[src/rtl/rn_pkg.sv]
package rn_pkg;
    typedef enum logic [1:0] {
        OP_ALU  = 2'd0,
        OP_XOR  = 2'd1,
        OP_MOV  = 2'd2,
        OP_LOAD = 2'd3
    } rn_op_e;

    typedef enum logic [1:0] {
        CLS_EXEC = 2'd0,
        CLS_ZERO = 2'd1,
        CLS_MOVE = 2'd2
    } rn_cls_e;
endpackage

[src/rtl/rn_classify.sv]
module rn_classify
    import rn_pkg::*;
#(
    parameter int AW = 3
) (
    input  rn_op_e        op,
    input  logic [AW-1:0] src1,
    input  logic [AW-1:0] src2,
    output rn_cls_e       cls
);
    always_comb begin
        cls = CLS_EXEC;
        if (op == OP_XOR && src1 == src2) begin
            cls = CLS_ZERO;
        end else if (op == OP_MOV) begin
            cls = CLS_MOVE;
        end
    end
endmodule

[src/rtl/rn_phys_pool.sv]
module rn_phys_pool #(
    parameter int NUM_PHYS  = 16,
    parameter int NUM_ARCH  = 8,
    parameter int ROB_DEPTH = 8,
    localparam int PW  = $clog2(NUM_PHYS),
    localparam int FCW = $clog2(NUM_PHYS + 1),
    localparam int RCW = $clog2(NUM_ARCH + ROB_DEPTH + 1)
) (
    input  logic           clk,
    input  logic           rst_n,
    input  logic           inc_en,
    input  logic [PW-1:0]  inc_p,
    input  logic           dec_en,
    input  logic [PW-1:0]  dec_p,
    output logic           alloc_avail,
    output logic [PW-1:0]  alloc_p,
    output logic [FCW-1:0] free_cnt
);
    typedef struct packed {
        logic [NUM_PHYS-1:0][RCW-1:0] rc;
    } pool_st_t;

    pool_st_t st_d, st_q;

    function automatic pool_st_t pool_reset();
        pool_st_t r;
        for (int p = 0; p < NUM_PHYS; p++) begin
            r.rc[p] = (p >= 1 && p <= NUM_ARCH) ? RCW'(1) : '0;
        end
        return r;
    endfunction

    // next-state: rename increment and commit release may hit one register
    always_comb begin
        st_d = st_q;
        if (inc_en && inc_p != '0) begin
            st_d.rc[inc_p] = st_d.rc[inc_p] + RCW'(1);
        end
        if (dec_en && dec_p != '0) begin
            st_d.rc[dec_p] = st_d.rc[dec_p] - RCW'(1);
        end
    end

    // lowest-numbered free register above the zero register
    always_comb begin
        alloc_avail = 1'b0;
        alloc_p     = '0;
        free_cnt    = '0;
        for (int p = NUM_PHYS - 1; p >= 1; p--) begin
            if (st_q.rc[p] == '0) begin
                alloc_avail = 1'b1;
                alloc_p     = PW'(p);
                free_cnt    = free_cnt + FCW'(1);
            end
        end
    end

    always_ff @(posedge clk or negedge rst_n) begin
        if (!rst_n) begin
            st_q <= pool_reset();
        end else begin
            st_q <= st_d;
        end
    end
endmodule

[src/rtl/rn_rob.sv]
module rn_rob #(
    parameter int DEPTH = 8,
    parameter int PW    = 4,
    localparam int IW = $clog2(DEPTH)
) (
    input  logic          clk,
    input  logic          rst_n,
    input  logic          alloc_en,
    input  logic [PW-1:0] alloc_prev,
    input  logic          alloc_done,
    output logic [IW-1:0] alloc_idx,
    output logic          full,
    input  logic          wb_en,
    input  logic [IW-1:0] wb_idx,
    input  logic          commit_en,
    output logic          commit_fire,
    output logic [PW-1:0] commit_prev
);
    typedef struct packed {
        logic [IW-1:0]             head;
        logic [IW-1:0]             tail;
        logic [IW:0]               cnt;
        logic [DEPTH-1:0]          done;
        logic [DEPTH-1:0][PW-1:0]  prev;
    } rob_st_t;

    rob_st_t st_d, st_q;

    assign alloc_idx   = st_q.tail;
    assign full        = (st_q.cnt == (IW+1)'(DEPTH));
    assign commit_fire = commit_en && (st_q.cnt != '0) && st_q.done[st_q.head];
    assign commit_prev = st_q.prev[st_q.head];

    always_comb begin
        st_d = st_q;
        if (commit_fire) begin
            st_d.head = st_q.head + IW'(1);
        end
        if (wb_en) begin
            st_d.done[wb_idx] = 1'b1;
        end
        if (alloc_en) begin
            st_d.prev[st_q.tail] = alloc_prev;
            st_d.done[st_q.tail] = alloc_done;
            st_d.tail            = st_q.tail + IW'(1);
        end
        st_d.cnt = st_q.cnt + (IW+1)'(alloc_en) - (IW+1)'(commit_fire);
    end

    always_ff @(posedge clk or negedge rst_n) begin
        if (!rst_n) begin
            st_q <= '0;
        end else begin
            st_q <= st_d;
        end
    end
endmodule

[src/rtl/rename_stage.sv]
module rename_stage
    import rn_pkg::*;
#(
    parameter int NUM_ARCH  = 8,
    parameter int NUM_PHYS  = 16,
    parameter int ROB_DEPTH = 8,
    parameter int CNT_W     = 16,
    localparam int AW  = $clog2(NUM_ARCH),
    localparam int PW  = $clog2(NUM_PHYS),
    localparam int IW  = $clog2(ROB_DEPTH),
    localparam int FCW = $clog2(NUM_PHYS + 1)
) (
    input  logic                   clk,
    input  logic                   rst_n,
    input  logic                   in_valid,
    output logic                   in_ready,
    input  logic [1:0]             in_op,
    input  logic [AW-1:0]          in_src1,
    input  logic [AW-1:0]          in_src2,
    input  logic [AW-1:0]          in_dst,
    input  logic                   in_fused,
    output logic                   rs_valid,
    output logic [PW-1:0]          rs_src1_p,
    output logic [PW-1:0]          rs_src2_p,
    output logic [PW-1:0]          rs_dst_p,
    output logic [IW-1:0]          rs_rob_idx,
    output logic                   rob_wr_valid,
    output logic [IW-1:0]          rob_wr_idx,
    output logic                   rob_wr_done,
    input  logic                   wb_valid,
    input  logic [IW-1:0]          wb_idx,
    input  logic                   commit_en,
    output logic                   commit_valid,
    output logic [PW-1:0]          commit_prev_p,
    output logic [FCW-1:0]         free_cnt,
    output logic [CNT_W-1:0]       issued_cnt,
    output logic [CNT_W-1:0]       executed_cnt,
    output logic [NUM_ARCH*PW-1:0] rat_flat
);
    typedef struct packed {
        logic [NUM_ARCH-1:0][PW-1:0] rat;
        logic [CNT_W-1:0]            issued;
        logic [CNT_W-1:0]            executed;
    } ren_st_t;

    ren_st_t st_d, st_q;

    rn_cls_e        cls;
    logic           accept;
    logic           elim;
    logic           alloc_avail;
    logic [PW-1:0]  alloc_p;
    logic [PW-1:0]  src1_p;
    logic [PW-1:0]  src2_p;
    logic [PW-1:0]  prev_p;
    logic [PW-1:0]  new_p;
    logic           pool_inc;
    logic [PW-1:0]  pool_inc_p;
    logic           rob_full;
    logic [IW-1:0]  rob_idx;

    rn_classify #(.AW(AW)) u_cls (
        .op   (rn_op_e'(in_op)),
        .src1 (in_src1),
        .src2 (in_src2),
        .cls  (cls)
    );

    rn_phys_pool #(
        .NUM_PHYS  (NUM_PHYS),
        .NUM_ARCH  (NUM_ARCH),
        .ROB_DEPTH (ROB_DEPTH)
    ) u_pool (
        .clk         (clk),
        .rst_n       (rst_n),
        .inc_en      (pool_inc),
        .inc_p       (pool_inc_p),
        .dec_en      (commit_valid),
        .dec_p       (commit_prev_p),
        .alloc_avail (alloc_avail),
        .alloc_p     (alloc_p),
        .free_cnt    (free_cnt)
    );

    rn_rob #(.DEPTH(ROB_DEPTH), .PW(PW)) u_rob (
        .clk         (clk),
        .rst_n       (rst_n),
        .alloc_en    (accept),
        .alloc_prev  (prev_p),
        .alloc_done  (elim),
        .alloc_idx   (rob_idx),
        .full        (rob_full),
        .wb_en       (wb_valid),
        .wb_idx      (wb_idx),
        .commit_en   (commit_en),
        .commit_fire (commit_valid),
        .commit_prev (commit_prev_p)
    );

    // lookup and handshake
    assign elim     = (cls != CLS_EXEC);
    assign in_ready = !rob_full && (elim || alloc_avail);
    assign accept   = in_valid && in_ready;
    assign src1_p   = st_q.rat[in_src1];
    assign src2_p   = st_q.rat[in_src2];
    assign prev_p   = st_q.rat[in_dst];

    always_comb begin
        unique case (cls)
            CLS_ZERO: new_p = '0;
            CLS_MOVE: new_p = src1_p;
            default:  new_p = alloc_p;
        endcase
    end

    // a zero idiom takes no reference; a move shares the source register
    assign pool_inc   = accept && (cls != CLS_ZERO);
    assign pool_inc_p = new_p;

    assign rs_valid     = accept && !elim;
    assign rs_src1_p    = src1_p;
    assign rs_src2_p    = src2_p;
    assign rs_dst_p     = alloc_p;
    assign rs_rob_idx   = rob_idx;
    assign rob_wr_valid = accept;
    assign rob_wr_idx   = rob_idx;
    assign rob_wr_done  = elim;

    always_comb begin
        st_d = st_q;
        if (accept) begin
            st_d.rat[in_dst] = new_p;
            st_d.issued      = st_q.issued + CNT_W'(1);
        end
        if (rs_valid) begin
            st_d.executed = st_q.executed + (in_fused ? CNT_W'(2) : CNT_W'(1));
        end
    end

    function automatic ren_st_t ren_reset();
        ren_st_t r;
        r = '0;
        for (int a = 0; a < NUM_ARCH; a++) begin
            r.rat[a] = PW'(a + 1);
        end
        return r;
    endfunction

    always_ff @(posedge clk or negedge rst_n) begin
        if (!rst_n) begin
            st_q <= ren_reset();
        end else begin
            st_q <= st_d;
        end
    end

    assign issued_cnt   = st_q.issued;
    assign executed_cnt = st_q.executed;

    for (genvar a = 0; a < NUM_ARCH; a++) begin : g_flat
        assign rat_flat[a*PW +: PW] = st_q.rat[a];
    end
endmodule

[config.mk]
export PLATFORM = sky130hd
export DESIGN_NAME = rename_stage
export DESIGN_NICKNAME = d
export VERILOG_FILES = /design/src/rtl/rn_pkg.sv /design/src/rtl/rn_classify.sv /design/src/rtl/rn_phys_pool.sv /design/src/rtl/rn_rob.sv /design/src/rtl/rename_stage.sv
export SDC_FILE = /design/constraint.sdc
export NUM_CORES = 1
export LEC_CHECK = 0
export ABC_AREA = 1
export BUFFER_PORTS_ARGS = -buffer_cell sky130_fd_sc_hd__buf_4
export CAP_MARGIN = 40
export CORE_MARGIN = 3
export CORE_UTILIZATION = 62
export DETAILED_ROUTE_END_ITERATION = 6
export HOLD_SLACK_MARGIN = 0.1
export MAX_ROUTING_LAYER = met4
export PLACE_DENSITY = 0.92
export RECOVER_POWER = 50
export SETUP_SLACK_MARGIN = 0.4
export SYNTH_ARGS = -nofsm -noshare
export SYNTH_HDL_FRONTEND = slang
export SYNTH_HIERARCHICAL = 1
export SYNTH_SLANG_ARGS = --single-unit
[constraint.sdc]
create_clock -name clk -period 10 [get_ports clk]
set_input_delay 2 -clock clk [delete_from_list [all_inputs] [get_ports clk]]
set_output_delay 2 -clock clk [all_outputs]
set_load 0.1 [all_outputs]
# Word level (Yosys, flattened, before mapping)
# Cells that the tools add are included.
# op_classes
n_addsub,22
magnitude_cmp,13
eq_ne,7
muxes,84
n_bitwise,1
n_reduce_logical,36
# ops
cell,count
bitwise mux 80 bit,2
two-way mux 80 bit,2
two-way mux 5 bit,18
two-way mux 4 bit,21
zero test 5 bit,15
adder 5 x 1 -> 5 bit (second input constant),14
bitwise mux 32 bit,2
binary-select mux 4 bit (select 3 bit),4
binary-select mux 5 bit (select 4 bit),2
demux 5 bit (select 4 bit),2
two-way mux 40 bit,1
demux 4 bit (select 3 bit),2
less-than comparator 3 x 4 -> 1 bit (second input constant),6
two-way mux 1 bit,19
adder 16 x 1 -> 16 bit (second input constant),1
adder 16 x 2 -> 16 bit,1
logical AND 1 bit,14
nonzero test 4 bit,3
less-than comparator 4 x 5 -> 1 bit (second input constant),2
>= comparator 3 x 1 -> 1 bit (second input constant),3
bitwise mux 8 bit,1
>= comparator 4 x 1 -> 1 bit (second input constant),2
two-way mux 8 bit,1
bitwise OR 8 bit,1
17 further kinds,24
# totals
ff_bits,194
inputBits,20
out_inout_bits,96
elab_cells,201

# Longest topological paths before layout
# Gate-level depths: netlist of the first run.
# logic_depth
word_depth,30
mapped_depth,50
depth_no_buf,50

# Hierarchy
# Netlist of the first run, hierarchy kept.
# modules_own_cells
mod,instances,cells_per_inst,area_each_um2,seq_area_each_um2
rn_phys_pool,1,1222,7770.0,2011.9
rename_stage,1,572,4035.1,1617.8
rn_rob,1,302,2613.8,1251.2
rn_classify,1,19,75.1,0.0

# Worst setup path before layout of the first run
# OpenSTA, ideal clock, no wires.
# synth_timing
kind,register -> output
start,reg u_pool/st_q[77] in the netlist's numbering
end,out free_cnt[1]
arrival_ps,7667
t_required_ps,8000
path_slack_ps,333
stages_incl_launch_ff,43
path_buffers,0
path_cell_list,dfrtp_1 -> nor2_1 -> nand2_1 -> nor2_1 -> ha_1 -> inv_1 -> nand2_4 -> nand2_4 -> inv_1 -> ha_1 -> or2_1 -> nand2_1 -> nand2_1 -> nand3_1 -> nand2_1 -> ha_1 -> nand2_1 -> nand2_1 -> (+7 left out) -> nand2_1 -> nand3_1 -> nand2_1 -> ha_1 -> or2_2 -> nand2_2 -> nor2_2 -> nand3b_1 -> nand2_1 -> ha_1 -> or2_2 -> nand2_2 -> a21oi_1 -> o21ai_0 -> nand2_1 -> ha_1 -> o21ai_1 -> o21ai_0
# synth_between
elab_chain_len,30
# synth_lines
item,line,text
"start, declared",rn_phys_pool.sv:23,"pool_st_t st_d, st_q;"
"start signal, assigned",rn_phys_pool.sv:60,st_q <= pool_reset();
"start signal, assigned",rn_phys_pool.sv:62,st_q <= st_d;
zero test 5 bit *,rn_phys_pool.sv:50,if (st_q.rc[p] == '0) begin
two-way mux 1 bit *,rn_phys_pool.sv:50,
adder 1 x 1 -> 2 bit,rn_phys_pool.sv:53,free_cnt = free_cnt + FCW'(1);
two-way mux 5 bit *,rn_phys_pool.sv:50,
adder 5 x 1 -> 5 bit,rn_phys_pool.sv:53,
two-way mux 5 bit *,rn_phys_pool.sv:50,
adder 5 x 1 -> 5 bit,rn_phys_pool.sv:53,
two-way mux 5 bit *,rn_phys_pool.sv:50,
(+14 left out),--,
adder 5 x 1 -> 5 bit,rn_phys_pool.sv:53,
two-way mux 5 bit *,rn_phys_pool.sv:50,
adder 5 x 1 -> 5 bit,rn_phys_pool.sv:53,
two-way mux 5 bit *,rn_phys_pool.sv:50,
adder 5 x 1 -> 5 bit,rn_phys_pool.sv:53,
two-way mux 5 bit *,rn_phys_pool.sv:50,
adder 5 x 1 -> 5 bit,rn_phys_pool.sv:53,
two-way mux 5 bit *,rn_phys_pool.sv:50,
"end, declared",rename_stage.sv:35,"output logic [FCW-1:0] free_cnt,"
# Every way passes the cells marked *; elsewhere a longest branch is shown, timed or not.

# Worst setup path in the final report of the first run
# layout_timing
start,reg u_pool/st_q[76] in the netlist's numbering
end,out free_cnt[4]
# Same word-level chain as after synthesis.

==> summary.md, run 1 <==
| Metric | Value |
|---|---|
| Status | `complete, but fails checks` |
| Failing checks | `capacitance limit, slew limit` |
| Synth Cell Area | `14,490 sq um` |
| Num CTS Buffers | `17` |
| Pin slew with the least headroom to its limit | `3.525 ns` |
| Die Span X | `158.9 um` |
| TritonRoute pass-1 iters | `7` |
| CP delay by family, top | `simple AND/OR/NAND/NOR gates` |
| Max-cap viol count | `3` |
| Hold Path End | `u_pool/st_q[0]` |
| Number of vias per cell | `5.982` |
| Final TNS setup | `0 ns` |
| Top cell type's share of synthesized area | `0.2987` |
| IO Count | `116` |
| Synth top cells by count | `613 x nand2_1, 271 x inv_1, 174 x nor2_1, 174 x o21ai_0, 173 x dfrtp_1` |
| Pre-CTS setup slack | `0.8551 ns` |
| Mapped Nets | `2,170` |
| Yosys reg bits | `194` |
| H-tree level count | `4` |
| Worst stage delay on the critical path | `0.42 ns` |
| Crit path max fanout | `4` |
| CTS root buf | `clkbuf_16` |
| Prevailing post-synth register cell | `dfrtp_1` |
| Crit path launch type | `flop` |
| Hold path startpoint | `u_pool/st_q[0]` |
| Setup violators final | `0` |
| Worst R2R End | `u_pool/st_q[26]` |
| Syn_area_per_cell | `6.853 sq um` |
| CP most frequent cell | `nand2_2` |
| N_diodes | `0` |
| Synth cell types | `62` |
| Starting Density | `0.6363` |
| R2R depth | `29` |
| Final period util | `0.9323` |
| Fin. Hold Viols | `0` |
| Number of fill cells | `1,877` |
| Hold crit path type | `reg2reg` |
| Fmax | `107.3 MHz` |
| Crit Path Class | `reg2out` |
| Total GRT Usage | `0.3653` |
| IO buf count | `115` |
| Top cells by area, synth | `dfrtp_1 30%, nand2_1 16%, inv_1 7.0%` |
| Post-Syn Instances | `2,115` |
| EDFF count, synth | `0` |
| Via count | `15,210` |
| Post-layout minimum cycle time | `9.323 ns` |
| Die ar. | `25,250 sq um` |
| Fin nets | `2,272` |
| Bufs and invs on worst path | `6` |
| DIE HEIGHT | `158.9 um` |
| Largest net degree at the start of global routing | `68` |
| Clk_lat worst skew | `0.46 ns` |
| Final WS setup | `0.6769 ns` |
| Asr flop ratio synth | `1.000` |
| CTS tree | `done` |
| Fin util | `0.7110` |
| Multi-input logic area | `8255 sq um` |
| Total gr overflow | `0` |
| Hold depth | `0` |
| Initial DRC count | `1,935` |
| Seq/Total Area, Yosys | `0.3368` |
| Share of cells above drive strength 1 | `0.1529` |
| Area grow syn2layout | `11.73%` |
| Slowest stage cell, crit path | `dfrtp_1` |
| WL/cell | `18.40 um` |
| Critical Path AT | `7.32 ns` |
| Area leader, netlist | `dfrtp_1` |
| GP Congestion | `1.017` |
| WL final | `46,800 um` |
| Antenna viol nets, final | `0` |
| Slew margin rel. | `-1.350` |
| Final clock skew | `0.02543 ns` |
| Core ar. | `22,780 sq um` |
| Row cnt | `55` |
| Final max-slew violation count | `175` |
| Max Root-Sink Buffers | `2` |
| Reg2reg start | `u_pool/st_q[51]` |
| Clock Pin Slew Worst Setup and Hold Paths | `0.09 ns` |
| Drt drc | `0` |
| Cell with the most instances after synthesis | `nand2_1` |
| First-pass GRT wire length | `73,030 um` |
| # clock sinks | `194` |
| DP HPWL | `33,570 um` |
| Crit end category | `output pin` |
| Vias in the first global route | `14,120` |
| CP Launch Point | `u_pool/st_q[76]` |
| Req. time, crit path | `8.00 ns` |
| Flop2flop setup slack | `2.62 ns` |
| RSZ-0062 raised after global routing | `no` |
| Fin Hold WS | `0.4303 ns` |
| Initial antenna violation count | `0` |
| Sequential cell area | `4881 sq um` |
| Synthesis Warnings | `6` |
[how the worst max path moves through the flow]
stage | cells past startpoint | slack, ns | endpoint
after floorplan | 41 | 0.74 | free_cnt[3]
after global placement | 46 | 1.10 | free_cnt[4]
after detailed placement | 46 | 0.86 | free_cnt[4]
after CTS | 44 | 0.42 | free_cnt[4]
after global routing | 46 | 0.25 | free_cnt[4]
final | 46 | 0.68 | free_cnt[4]
[sequential cells by signal, indices dropped and copies added, names as in the netlist]
| signal | flops |
|---|---|
| u_rob/st_q | 47 |
| u_rob/alloc_idx | 3 |
| executed_cnt | 16 |
| issued_cnt | 16 |
| rat_flat | 32 |
| u_pool/st_q | 80 |
[final cells by class]
cell class / instances / area share
Multi-Input combinational cell: 1576 / 0.5098
Sequential cell: 194 / 0.3014
Inverter: 295 / 0.06938
Timing Repair Buffer: 133 / 0.05408
Clock buffer: 17 / 0.02627
Tap cell: 313 / 0.02418
Clock inverter: 15 / 0.01491
[layer usage]
metal	up-vias	wire, um	track usage
met4	0	2114	0.1484
met3	194	5101	0.06705
met2	962	21370	0.5662
met1	7015	18220	0.4774
li1	7042	-	-
met5	-	0	-
[cell families (layout without fill, tap and decap cells)]
| logic type | count (synthesis) | after routing | synth area share |
|---|---|---|---|
| xor+xnor | 31 | 31 | 0.01925 |
| fa+ha+maj | 35 | 35 | 0.03125 |
| mux | 5 | 5 | 0.003884 |
| buf+inv | 345 | 460 | 0.1013 |
| compound gates | 382 | 382 | 0.1443 |
| flops | 194 | 194 | 0.3368 |
| simple gates | 1123 | 1123 | 0.3632 |
[metrics by stage]
step | std cells | area (sq um)
2_1_floorplan | 2115 | 14490
3_3_place_gp | 2500 | 15460
3_5_place_dp | 2504 | 15530
4_1_cts | 2536 | 16200
5_1_grt | 2543 | 16190
6_report | 2543 | 16190
[placed cells by master, fill, tap and decap left out, types with 6 or more instances in the layout]
cell / synthesis / final
a31oi_1: 14 / 14
xor2_1: 20 / 19
o21ai_0: 174 / 170
clkbuf_1: 11 / 41
nand2_2: 30 / 39
nand3_1: 135 / 134
a21oi_1: 38 / 38
o221ai_1: 6 / 6
inv_1: 271 / 269
buf_4: 12 / 87
nand3_2: 36 / 37
inv_2: 14 / 16
dfrtp_1: 173 / 173
xnor2_1: 10 / 10
nor3_1: 14 / 13
nand2_1: 613 / 603
ha_1: 33 / 31
nand2_4: 21 / 22
nor2_4: 8 / 9
or2_2: 21 / 19
o21ai_1: 78 / 79
o22ai_1: 48 / 48
nor2_2: 18 / 20
nand3b_1: 9 / 9
clkbuf_16: 0 / 17
dfstp_2: 21 / 21
clkinv_1: 6 / 6
nor2_1: 174 / 171
nand4_1: 21 / 22
[repair_timing]
action | in CTS | in global routing
pin swaps | 0 | 27
cloned | 0 | 0
hold buffers | 0 | 0
setup buffers | 0 | 7
endpoints found under the setup margin | 1 | 4
gates resized for setup | 2 | 39
Power of run 1 is not shown: default switching activity piles up to over one toggle a cycle in this logic, so the estimate is an artifact.
==> run 2: changes to the inputs <==
--- a/config.mk
+++ b/config.mk
@@ -9,12 +9,12 @@
 export BUFFER_PORTS_ARGS = -buffer_cell sky130_fd_sc_hd__buf_4
 export CAP_MARGIN = 40
 export CORE_MARGIN = 3
-export CORE_UTILIZATION = 62
+export CORE_UTILIZATION = 40
 export DETAILED_ROUTE_END_ITERATION = 6
 export HOLD_SLACK_MARGIN = 0.1
 export MAX_ROUTING_LAYER = met4
-export PLACE_DENSITY = 0.92
-export RECOVER_POWER = 50
+export PLACE_DENSITY = 0.67
+export RECOVER_POWER = 100
 export SETUP_SLACK_MARGIN = 0.4
 export SYNTH_ARGS = -nofsm -noshare
 export SYNTH_HDL_FRONTEND = slang
==> summary.md, run 2 (synthesized netlist as in run 1, its figures left out) <==
| Metric | Value |
|---|---|
| Status | `complete, but fails checks` |
| Failing checks | `capacitance limit, slew limit` |
| Number of flip-flops in the largest register | `80 (unchanged)` |
| WL/cell | `17.55 um (-4.7%)` |
| Placed inst area | `15,740 sq um (+1.3%)` |
| Final TNS setup | `0 ns (unchanged)` |
| Share of cells above drive strength 1 | `0.1147 (-0.03822)` |
| DP HPWL | `34,790 um (+3.6%)` |
| Pin slew with the least headroom to its limit | `4.239 ns (+0.7139 ns)` |
| Worst stage delay on the critical path | `0.44 ns (+0.02 ns)` |
| N_diodes | `0 (unchanged)` |
| Bufs and invs on worst path | `8 (+2)` |
| Drt drc | `0 (unchanged)` |
| Total GRT Usage | `0.2477 (-0.1176)` |
| Fin. Hold Viols | `0 (unchanged)` |
| Top reg by flops | `u_pool/st_q` |
| Largest net degree at the start of global routing | `77 (+13%)` |
| GP Congestion | `1.039 (+2.2%)` |
| Starting Density | `0.4065 (-0.2298)` |
| # clock sinks | `194 (unchanged)` |
| Hold crit path type | `reg2reg` |
| Met3 Use GR | `0.03470 (-0.03235)` |
| RSZ-0062 raised after global routing | `no` |
| Crit end category | `output pin` |
| CTS tree | `done` |
| Met1 Usage GRT | `0.3392 (-0.1381)` |
| CTS root buf | `clkbuf_16` |
| Fin area | `15,930 sq um (-1.6%)` |
| Core ar. | `35,660 sq um (+57%)` |
| Req. time, crit path | `8.00 ns (about the same)` |
| IO buf count | `115 (unchanged)` |
| Most common cell after layout, fill and taps aside | `nand2_1` |
| Number of vias per cell | `5.467 (-8.6%)` |
| CP most frequent cell | `nand2_2` |
| WL final | `47,260 um (+0.97%)` |
| Fmax | `106.9 MHz (-0.33%)` |
| H-tree level count | `4 (unchanged)` |
| Post-layout minimum cycle time | `9.354 ns (+0.03114 ns)` |
| Busiest grt layer | `met2` |
| Max-cap viol count | `3 (unchanged)` |
| Initial DRC count | `1,500 (-22%)` |
| Via count | `14,720 (-3.2%)` |
| Final clock skew | `0.01706 ns (-0.008369 ns)` |
| Die Span X | `196.4 um (+24%)` |
| Clock Pin Slew Worst Setup and Hold Paths | `0.08 ns (about the same)` |
| TritonRoute pass-1 iters | `6 (-1)` |
| Crit path launch type | `flop` |
| Hold_buf cts | `0 (unchanged)` |
| Row cnt | `69 (+25%)` |
| Clk_lat worst skew | `0.46 ns (about the same)` |
| Commonest non-fill, non-tap cells in the layout | `614 x nand2_1, 273 x inv_1, 203 x o21ai_0` |
| Fin nets | `2,274 (+0.088%)` |
| Area grow syn2layout | `9.901%` |
| Crit Path Class | `reg2out` |
| DIE HEIGHT | `196.4 um (+24%)` |
| Slowest stage cell, crit path | `clkbuf_2` |
| Antenna viol nets, final | `0 (unchanged)` |
| Critical Path AT | `7.35 ns (+0.03 ns)` |
| Slew margin rel. | `-1.826 (-0.4759)` |
| Final period util | `0.9354 (+0.003114)` |
| IO Count | `116 (unchanged)` |
| Final WS setup | `0.6457 ns (-0.03114 ns)` |
| Die ar. | `38,560 sq um (+53%)` |
| Final max-slew violation count | `199 (+14%)` |
| Num CTS Buffers | `17 (unchanged)` |
| Total gr overflow | `0 (unchanged)` |
| Vias in the first global route | `13,560 (-4.0%)` |
| Pre-CTS setup slack | `0.8845 ns (+0.02939 ns)` |
| Setup violators final | `0 (unchanged)` |
| Max Root-Sink Buffers | `2 (unchanged)` |
| CP delay by family, top | `simple AND/OR/NAND/NOR gates` |
| Met2 Use GR | `0.3861 (-0.1802)` |
| First-pass GRT wire length | `73,940 um (+1.2%)` |
| Crit path max fanout | `4 (unchanged)` |
| Initial antenna violation count | `0 (unchanged)` |
-- run 2: changes by cell type in the layout (fill, tap and decap cells not counted), moves of 6 or more --
cell / previous run / this run
buf_4: 87 / 30
clkbuf_1: 41 / 101
nand2_1: 603 / 614
nand2_4: 22 / 13
nor2_1: 171 / 177
o21ai_0: 170 / 203
o21ai_1: 79 / 47
-- run 2: per-stage QoR --
| stage | hold WS [ns] | instances | utilization |
|---|---|---|---|
| 3_5_place_dp | 0.3912 | 2652 | 0.4413 |
| 3_3_place_gp | 0.3863 | 2648 | 0.4391 |
| 5_1_grt | 0.4220 | 2693 | 0.4467 |
| 4_1_cts | 0.4097 | 2684 | 0.4568 |
| 6_report | 0.4052 | 2693 | 0.4467 |
| 2_1_floorplan | 0.4454 | 2115 | - |
-- run 2: cell type report --
cell class	count	area (sq um)
Clock inverter	11	98.84
Tap cell	461	576.8
Inverter	295	1120
Timing Repair Buffer	135	681.9
Multi-Input combinational cell	1576	8120
Sequential cell	194	4881
Clock buffer	21	450.4
Fill cell	3754	19730
-- run 2: layer usage --
metal	share of wire	vias to the layer above
li1	-	7045
met1	0.44	6953
met4	0.026	0
met3	0.081	90
met2	0.45	635
met5	0	-
-- run 2: timing repair --
action                     CTS  global route
setup endpoints to repair    1             4
gates resized for setup      1            37
pin swaps                    0            24
setup buffers                0             9
-- run 2: worst paths after layout --
kind	start	end	slack, ns	depth (start not counted)
max	u_pool/st_q[76]	free_cnt[2]	0.65	47
min	u_pool/st_q[3]	u_pool/st_q[3]	0.41	0
max reg2reg	u_pool/st_q[71]	u_pool/st_q[23]	1.97	32
min reg2reg	u_pool/st_q[3]	u_pool/st_q[3]	0.41	0
max in group asynchronous	rst_n	issued_cnt[1]	2.20	2
min in group asynchronous	rst_n	executed_cnt[12]	3.02	1
Power of run 2 is left out for the same reason.
==> run 3: changes to the inputs <==
--- a/config.mk
+++ b/config.mk
@@ -9,11 +9,11 @@
 export BUFFER_PORTS_ARGS = -buffer_cell sky130_fd_sc_hd__buf_4
 export CAP_MARGIN = 40
 export CORE_MARGIN = 3
-export CORE_UTILIZATION = 40
+export CORE_UTILIZATION = 43
 export DETAILED_ROUTE_END_ITERATION = 6
 export HOLD_SLACK_MARGIN = 0.1
 export MAX_ROUTING_LAYER = met4
-export PLACE_DENSITY = 0.67
+export PLACE_DENSITY = 0.7
 export RECOVER_POWER = 100
 export SETUP_SLACK_MARGIN = 0.4
 export SYNTH_ARGS = -nofsm -noshare
==> summary.md, run 3 (synthesized netlist as in run 1, its figures left out) <==
| Metric | Value |
|---|---|
| Status | `complete, but fails checks` |
| Failing checks | `capacitance limit, slew limit` |
| Core ar. | `32,870 sq um (-7.8%)` |
| Flop2flop setup slack | `1.97 ns (about the same)` |
| Pin slew with the least headroom to its limit | `4.183 ns (-0.05607 ns)` |
| Antenna viol nets, final | `0 (unchanged)` |
| Post-layout minimum cycle time | `9.384 ns (+0.02946 ns)` |
| Commonest non-fill, non-tap cells in the layout | `615 x nand2_1, 272 x inv_1, 203 x o21ai_0` |
| Highest Signal Layer | `met4` |
| Clock Pin Slew Worst Setup and Hold Paths | `0.08 ns (about the same)` |
| Row cnt | `66 (-4.3%)` |
| Slew margin rel. | `-1.789 (+0.03738)` |
| CTS tree | `done` |
| Die ar. | `35,950 sq um (-6.8%)` |
| Clk_lat worst skew | `0.46 ns (about the same)` |
| DP HPWL | `34,530 um (-0.76%)` |
| Max-cap viol count | `2 (-1)` |
| Max Root-Sink Buffers | `2 (unchanged)` |
| Drt drc | `0 (unchanged)` |
| # clock sinks | `194 (unchanged)` |
| Number of vias per cell | `5.421 (-0.84%)` |
| CTS root buf | `clkbuf_16` |
| Num CTS Buffers | `17 (unchanged)` |
| DIE HEIGHT | `189.6 um (-3.4%)` |
| WL final | `46,790 um (-0.98%)` |
| Share of cells above drive strength 1 | `0.1185 (+0.003820)` |
| RSZ-0062 raised after global routing | `no` |
| Final TNS setup | `0 ns (unchanged)` |
| Crit path max fanout | `20 (+16)` |
| Total GRT Usage | `0.2681 (+0.02037)` |
| WL/cell | `17.47 um (-0.46%)` |
| Fmax | `106.6 MHz (-0.31%)` |
| Final clock skew | `0.02037 ns (+0.003314 ns)` |
| Crit end category | `flop` |
| Met2 routed WL | `20,890 um (-2.4%)` |
| Area grow syn2layout | `10.34%` |
| R2R depth | `28 (-13%)` |
| Final period util | `0.9384 (+0.002946)` |
| IO buf count | `115 (unchanged)` |
| Final max-slew violation count | `140 (-30%)` |
| Starting Density | `0.4410 (+0.03449)` |
| Crit Path Class | `in2reg` |
| IO Count | `116 (unchanged)` |
| Hold crit path type | `reg2reg` |
| CP Launch Point | `in_src1[0]` |
| Hold path startpoint | `u_pool/st_q[2]` |
| Via count | `14,520 (-1.4%)` |
| Worst R2R End | `u_pool/st_q[54]` |
| Initial DRC count | `1,507 (+0.47%)` |
| DR WL met3 | `3815 um (about the same)` |
| Req. time, crit path | `10.33 ns (+2.33 ns)` |
| TritonRoute pass-1 iters | `6 (unchanged)` |
| Number of fill cells | `3,471 (-7.5%)` |
| Number of flip-flops in the largest register | `80 (unchanged)` |
| Total gr overflow | `0 (unchanged)` |
| Vias in the first global route | `13,680 (+0.89%)` |
| Die Span X | `189.6 um (-3.4%)` |
| Critical Path End | `u_pool/st_q[54]` |
| Reg2reg start | `u_pool/st_q[51]` |
| H-tree level count | `4 (unchanged)` |
| Largest net degree at the start of global routing | `76 (-1.3%)` |
| Initial antenna violation count | `1 (+1)` |
| Most common cell after layout, fill and taps aside | `nand2_1` |
| Setup violators final | `0 (unchanged)` |
| Fin. Hold Viols | `0 (unchanged)` |
| Top reg by flops | `u_pool/st_q` |
| Met1 WL | `20,670 um (-0.70%)` |
| Critical Path AT | `9.72 ns (+2.37 ns)` |
| Fin nets | `2,278 (+0.18%)` |
| Crit path launch type | `primary input` |
| Hold_buf cts | `0 (unchanged)` |
| First-pass GRT wire length | `74,420 um (+0.65%)` |
| GP Congestion | `1.041 (+0.15%)` |
run 3: worst min path at each step:
stage                                end  slack, ns  cells past startpoint
after CTS                 u_pool/st_q[2]       0.42                      0
after global placement    u_pool/st_q[2]       0.40                      0
after floorplan           u_pool/st_q[1]       0.45                      1
after detailed placement  u_pool/st_q[2]       0.40                      0
final                     u_pool/st_q[2]       0.42                      0
after global routing      u_pool/st_q[4]       0.45                      0
run 3: repair_timing:
action	in CTS	in global routing
hold endpoints to repair	0	0
buffers inserted	0	12
endpoints found under the setup margin	1	4
resized for setup	2	38
pin swaps	0	24
run 3: worst max-delay path, stage by stage:
cell,delay (ns)
clkbuf_1,0.66
inv_1,0.10
nand2_1,0.09
nand3_1,0.08
nor2_1,0.16
inv_1,0.08
ha_1,0.23
inv_1,0.33
nor2_1,0.13
nor2_4,0.12
nand2_1,0.57
nor2_1,0.74
inv_1,0.16
nor2_1,0.13
inv_1,0.15
nor2_1,0.29
inv_1,0.16
nand2_1,0.08
o21ai_0,0.12
nor2_1,0.15
a211oi_1,0.08
o2111ai_1,0.81
clkbuf_1,0.59
ha_1,0.29
and2_0,0.18
nand3_1,0.83
nand3_1,0.31
nand2_1,0.07
run 3: layout make-up:
class / instances / area (sq um) / share of cell area
clock inverters: 14 / 153.9 / 0.009623
diodes: 1 / 2.502 / 0.0001565
inverters: 295 / 1120 / 0.07002
clock buffers: 18 / 429.2 / 0.02683
flip-flops and latches: 194 / 4881 / 0.3052
repair buffers: 139 / 710.7 / 0.04444
well taps: 442 / 553.0 / 0.03458
multi-input cells: 1576 / 8143 / 0.5092
run 3: metrics by stage:
step	utilization	area, sq um	worst slack, ns	hold slack [ns]	std cells
3_3_place_gp	0.4749	15610	1.041	0.3958	2627
3_5_place_dp	0.4778	15710	0.8982	0.4037	2634
5_1_grt	0.4866	15990	0.1265	0.4500	2679
4_1_cts	0.4957	16290	0.4337	0.4214	2666
6_report	0.4866	15990	0.6163	0.4180	2679
2_1_floorplan	-	14490	0.7413	0.4454	2115
run 3: metal layers:
layer	global-route usage	vias up
li1	-	7062
met1	0.3651	6741
met2	0.4000	620
met3	0.05454	100
met4	0.09212	0
met5	-	-
Power of run 3 is left out for the same reason.
